[src/rtl/sat_alu_pkg.sv]
package sat_alu_pkg;
  localparam int DW = 32;
  localparam int AMTW = 5;
  localparam int OPW = 4;
  localparam int LANES = 2;
  localparam int LW = DW / LANES;

  typedef enum logic [OPW-1:0] {
    OP_SADD   = 4'd0,
    OP_SSUB   = 4'd1,
    OP_UADD   = 4'd2,
    OP_USUB   = 4'd3,
    OP_DBL    = 4'd4,
    OP_SCLAMP = 4'd5,
    OP_UCLAMP = 4'd6,
    OP_SCL16  = 4'd7,
    OP_UCL16  = 4'd8,
    OP_ADDFLG = 4'd9
  } sat_op_e;
endpackage

[src/rtl/sat_addsub.sv]
module sat_addsub
  import sat_alu_pkg::*;
#(
  parameter int W = DW
) (
  input  logic [OPW-1:0] op_i,
  input  logic [W-1:0]   a_i,
  input  logic [W-1:0]   b_i,
  output logic [W-1:0]   res_o,
  output logic           hit_o
);
  localparam logic [W-1:0] SMAX = {1'b0, {(W-1){1'b1}}};
  localparam logic [W-1:0] SMIN = {1'b1, {(W-1){1'b0}}};
  localparam logic [W-1:0] QTR  = {2'b01, {(W-2){1'b0}}};
  localparam logic [W-1:0] NQTR = {2'b11, {(W-2){1'b0}}};

  logic [W:0]   sum_x;
  logic [W:0]   dif_x;
  logic         s_add_ovf;
  logic         s_sub_ovf;
  logic [W-1:0] edge_val;

  always_comb begin
    sum_x     = {1'b0, a_i} + {1'b0, b_i};
    dif_x     = {1'b0, a_i} - {1'b0, b_i};
    s_add_ovf = (a_i[W-1] == b_i[W-1]) && (sum_x[W-1] != a_i[W-1]);
    s_sub_ovf = (a_i[W-1] != b_i[W-1]) && (dif_x[W-1] != a_i[W-1]);
    edge_val  = a_i[W-1] ? SMIN : SMAX;
    res_o     = '0;
    hit_o     = 1'b0;
    case (op_i)
      OP_SADD: begin
        res_o = s_add_ovf ? edge_val : sum_x[W-1:0];
        hit_o = s_add_ovf;
      end
      OP_SSUB: begin
        res_o = s_sub_ovf ? edge_val : dif_x[W-1:0];
        hit_o = s_sub_ovf;
      end
      OP_UADD: begin
        res_o = sum_x[W] ? '1 : sum_x[W-1:0];
        hit_o = sum_x[W];
      end
      OP_USUB: begin
        res_o = dif_x[W] ? '0 : dif_x[W-1:0];
        hit_o = dif_x[W];
      end
      OP_DBL: begin
        if ($signed(a_i) >= $signed(QTR)) begin
          res_o = SMAX;
          hit_o = 1'b1;
        end else if ($signed(a_i) <= $signed(NQTR)) begin
          res_o = SMIN;
          hit_o = 1'b1;
        end else begin
          res_o = {a_i[W-2:0], 1'b0};
        end
      end
      OP_ADDFLG: begin
        res_o = sum_x[W-1:0];
        hit_o = s_add_ovf;
      end
      default: ;
    endcase
  end
endmodule

[src/rtl/sat_clamp.sv]
module sat_clamp #(
  parameter int W = 32,
  parameter int AW = 5
) (
  input  logic [W-1:0]  val_i,
  input  logic [AW-1:0] amt_i,
  input  logic          uns_i,
  output logic [W-1:0]  res_o,
  output logic          hit_o
);
  logic signed [W-1:0] top;
  logic [W-1:0]        lim;

  always_comb begin
    top   = $signed(val_i) >>> amt_i;
    lim   = ({{(W-1){1'b0}}, 1'b1} << amt_i) - {{(W-1){1'b0}}, 1'b1};
    res_o = val_i;
    hit_o = 1'b0;
    if (uns_i) begin
      if (val_i[W-1]) begin
        res_o = '0;
        hit_o = 1'b1;
      end else if (val_i > lim) begin
        res_o = lim;
        hit_o = 1'b1;
      end
    end else begin
      if (top > 0) begin
        res_o = lim;
        hit_o = 1'b1;
      end else if (top < -1) begin
        res_o = ~lim;
        hit_o = 1'b1;
      end
    end
  end
endmodule

[src/rtl/sat_alu.sv]
module sat_alu
  import sat_alu_pkg::*;
(
  input  logic            clk,
  input  logic            rst_n,
  input  logic            start_i,
  input  logic [OPW-1:0]  op_i,
  input  logic [DW-1:0]   a_i,
  input  logic [DW-1:0]   b_i,
  input  logic [AMTW-1:0] amt_i,
  input  logic            clr_q_i,
  output logic [DW-1:0]   res_o,
  output logic            valid_o,
  output logic            q_o
);
  logic [DW-1:0] as_res;
  logic          as_hit;
  logic [DW-1:0] wd_res;
  logic          wd_hit;
  logic [LW-1:0] ln_res [LANES];
  logic [LANES-1:0] ln_hit;
  logic          word_uns;
  logic          lane_uns;

  logic [DW-1:0] res_d, res_q;
  logic          valid_d, valid_q;
  logic          q_d, q_q;
  logic [DW-1:0] pick_res;
  logic          pick_hit;
  logic [DW-1:0] lanes_cat;

  assign word_uns = (op_i == OP_UCLAMP);
  assign lane_uns = (op_i == OP_UCL16);

  sat_addsub #(.W(DW)) u_addsub (
    .op_i  (op_i),
    .a_i   (a_i),
    .b_i   (b_i),
    .res_o (as_res),
    .hit_o (as_hit)
  );

  sat_clamp #(.W(DW), .AW(AMTW)) u_word (
    .val_i (a_i),
    .amt_i (amt_i),
    .uns_i (word_uns),
    .res_o (wd_res),
    .hit_o (wd_hit)
  );

  for (genvar g = 0; g < LANES; g++) begin : g_lane
    sat_clamp #(.W(LW), .AW(AMTW)) u_half (
      .val_i (a_i[g*LW +: LW]),
      .amt_i (amt_i),
      .uns_i (lane_uns),
      .res_o (ln_res[g]),
      .hit_o (ln_hit[g])
    );
    assign lanes_cat[g*LW +: LW] = ln_res[g];
  end

  always_comb begin
    case (op_i)
      OP_SCLAMP, OP_UCLAMP: begin
        pick_res = wd_res;
        pick_hit = wd_hit;
      end
      OP_SCL16, OP_UCL16: begin
        pick_res = lanes_cat;
        pick_hit = |ln_hit;
      end
      default: begin
        pick_res = as_res;
        pick_hit = as_hit;
      end
    endcase
  end

  always_comb begin
    res_d   = res_q;
    valid_d = start_i;
    q_d     = q_q;
    if (clr_q_i) q_d = 1'b0;
    if (start_i) begin
      res_d = pick_res;
      if (pick_hit) q_d = 1'b1;
    end
  end

  always_ff @(posedge clk or negedge rst_n) begin
    if (!rst_n) begin
      res_q   <= '0;
      valid_q <= 1'b0;
      q_q     <= 1'b0;
    end else begin
      valid_q <= valid_d;
      q_q     <= q_d;
      if (start_i) res_q <= res_d;
    end
  end

  assign res_o   = res_q;
  assign valid_o = valid_q;
  assign q_o     = q_q;
endmodule

[config.mk]
export PLATFORM = sky130hd
export DESIGN_NAME = sat_alu
export DESIGN_NICKNAME = d
export VERILOG_FILES = /design/src/rtl/sat_alu_pkg.sv /design/src/rtl/sat_addsub.sv /design/src/rtl/sat_clamp.sv /design/src/rtl/sat_alu.sv
export SDC_FILE = /design/constraint.sdc
export NUM_CORES = 1
export LEC_CHECK = 0
export ABC_AREA = 1
export BUFFER_PORTS_ARGS = -buffer_cell sky130_fd_sc_hd__buf_2
export CORE_ASPECT_RATIO = 1.5
export CORE_UTILIZATION = 38
export CTS_BUF_LIST = sky130_fd_sc_hd__clkbuf_4 sky130_fd_sc_hd__clkbuf_8 sky130_fd_sc_hd__clkbuf_16
export DETAILED_ROUTE_END_ITERATION = 8
export PLACE_DENSITY_LB_ADDON = 0.2
export SYNTH_ARGS = -nofsm -noshare
export SYNTH_HDL_FRONTEND = slang
export SYNTH_HIERARCHICAL = 1
export SYNTH_SLANG_ARGS = --single-unit
[constraint.sdc]
create_clock -name clk -period 1.5 [get_ports clk]
set_clock_uncertainty 0.15 [all_clocks]
set_input_delay 0.225 -clock clk [delete_from_list [all_inputs] [get_ports clk]]
set_output_delay 0.225 -clock clk [all_outputs]
set_load 0.1 [all_outputs]
==> metrics.txt <==
Synth Area in Adders=8.37%; Yosys warnings=6; Peak VDD IR=0.330 mV; P&R area growth vs syn=41.4%; compound-gate portion of the synthesized area=8.14%; total CTS buffers=5; Final nets=4672; layout cells sized above 1=28.6%; Static Leak=15.0 nW; antenna viol nets, final=0; Syn Std Cell Area=19400 um^2; Total Wirelength=95000 um; CP startpoint kind=input pin; maximum clock rate=265 MHz; Synth cell types=62; Seq cells post-synth=34; worst slew pin tran=0.659 ns; Max Cap Violations=0; Post-synth EDFFs=0; core area=50500 um^2; first drt pass iteration count=6; Synth Area per Inst=5.20 um^2; CP endpoint kind=flop; first-pass GRT wire length=144000 um; Final Setup Violations=33; Setup CP Type=in -> reg; largest net degree at the start of global routing=67; Hold Crit Class=in -> reg; ys async rst share=100%; Initial Util=38.4%; Synth Area in XOR/XNOR=1.99%; Worst R2R Start=res_o[23]; dpl cells=5054; H-tree depth=2; Clk pin slew, worst setup/hold paths=0.06 ns; Setup TNS Final=-71.32 ns; most common cell after layout, fill and taps aside=nand2_1; Clock Sinks=34; Ports=111; drt initial violations=2020; hold path start=clr_q_i; final hold violations=0; non-filler cells, final=5137; final core utilization=54.3%; main flop type after synthesis=dfrtp_1; Critical path origin=a_i[4]; Via-to-Cell Ratio=5.37; Seq/Total Area, Yosys=4.39%; Worst slew margin=56.1%; Final WS setup=-2.27 ns; Arr. time, crit path=3.87 ns; Final min period=3.77 ns; Worst Path Required=1.59 ns; TritonCTS clock tree=done; initial antenna violation count=3; status=finished with violations; RSZ-0062 raised after global routing=yes; post-synthesis simple-gate area fraction=61.5%; Avg WL per Cell=18.5 um; vias=27600; Critical Path Most Common Cell=buf_4; vias in the first global route=26600; ANT cells=0; total die area=52000 um^2; DRC violations left=0; mux contribution to synthesized area=0%; Cell Rows=101; max-slew violations=0; CTS Root Cell=clkbuf_16; post-place instance area=26000 um^2; CP max stage delay=0.28 ns; Skew-Pair Late Insertion Delay=0.30 ns; failing checks=negative setup slack; Min Hold Slack=0.0828 ns; Syn Inst Count=3729; pwr/cell area=517 nW/um^2; most frequent cells in the layout=nand2_1, buf_4, nand3_1, inv_1, nor2_1; largest family of logic cells by synthesized area=simple AND/OR/NAND/NOR gates; syn nets=3934; Port-buffer cells=110; Die Y=279 um; GPL Wtd Cong=1.08; DP Wirelength=74400 um; deepest clock path buffer count=2; Remaining Overflow, GRT=0; GRT Overall Usage=35.4%; CP max-delay cell=ha_4; Worst Path Max Fanout=3; period utilisation layout=252%; final instance area=27400 um^2; Die W=186 um
## registers in the layout, summed over array words and instances, names as in the netlist
signal   count
valid_o      1
q_o          1
res_o       32
## power breakdown
group          internal [mW]  switching (mW)  total, mW
registers               1.05           0.222       1.28
logic                   4.72            7.08       11.8
clock network          0.677           0.447       1.12
## synthesized netlist by cell type, types with 5 or more instances
library cell	count	share of area [%]
nand2_1	1156	22
nand3_1	782	20
inv_1	420	8.1
nor2_1	343	6.6
ha_1	125	8.1
nand4_1	98	3.2
a21oi_1	85	2.2
o21ai_0	84	2.2
nor2_2	61	2.0
buf_2	49	1.3
buf_6	49	2.8
nand2_2	46	1.5
inv_2	42	0.81
clkbuf_1	41	0.79
dfrtp_1	34	4.4
xor2_1	28	1.3
o211ai_1	25	0.97
nand2_4	21	1.2
buf_1	20	0.39
nor3_1	20	0.52
buf_4	18	0.70
xnor2_1	16	0.72
nor2_4	15	0.87
clkinv_1	13	0.25
o21bai_1	13	0.50
a21oi_2	12	0.54
o21ai_1	12	0.31
nand3_2	9	0.46
nand3b_1	8	0.31
nor3_2	8	0.41
o21ai_2	6	0.27
and2_1	5	0.16
nand3_4	5	0.45
or2_2	5	0.16
## stage by stage
step	power (mW)	worst slack, ns
floorplan	7.55	-2.35
global placement	12.2	-2.83
detailed placement	12.2	-2.85
CTS	13.8	-2.13
global route	15.1	-2.49
finish	14.2	-2.27
## layout make-up
class                   count  area (um^2)
clock buffers               7          146
multi-input cells        3039        16200
well taps                 669          837
inverters                 479         1860
clock inverters             1         5.00
fillers                  5397        23100
flip-flops and latches     34          851
repair inverters            1         5.00
repair buffers            907         7540
## worst paths after layout
check,end,slack [ns],depth (start not counted)
max in group asynchronous,res_o[2],0.47,3
max reg2reg,res_o[23],0.54,2
min in group asynchronous,valid_o,0.34,3
max,res_o[27],-2.27,34
min,q_o,0.08,4
min reg2reg,q_o,0.40,2
## worst max-delay path, delay by kind of cell
family        cells  cell delay (ns)
fa+ha+maj         1             0.28
buf+inv          19             2.25
simple gates     14             1.10
## cell families (layout without fill, tap and decap cells)
kind of cell,Yosys count,after routing
adder cells (fa/ha/maj),128,128
AO/OA/AOI/OAI,261,261
AND/OR/NAND/NOR,2602,2605
other,1,1
XOR/XNOR,44,44
flip-flops,34,34
buffers and inverters,659,1395
## routing by layer
layer	share of wire [%]	GRT usage, %	vias up
met4	8.7	28.6	4
met3	5.5	3.38	402
li1	-	-	13500
met2	49	64.4	1203
met5	0.033	0	-
met1	36	37.2	12400
## what timing repair did
action	4_1_cts	5_1_grt
buffers inserted	59	10
gates resized for setup	100	45
pin swaps	79	75
endpoints found under the hold margin	34	0
gates cloned	5	2
hold buffers	1	0
endpoints found under the setup margin	33	33
No activity file was read; power rests on OpenSTA's default activity.
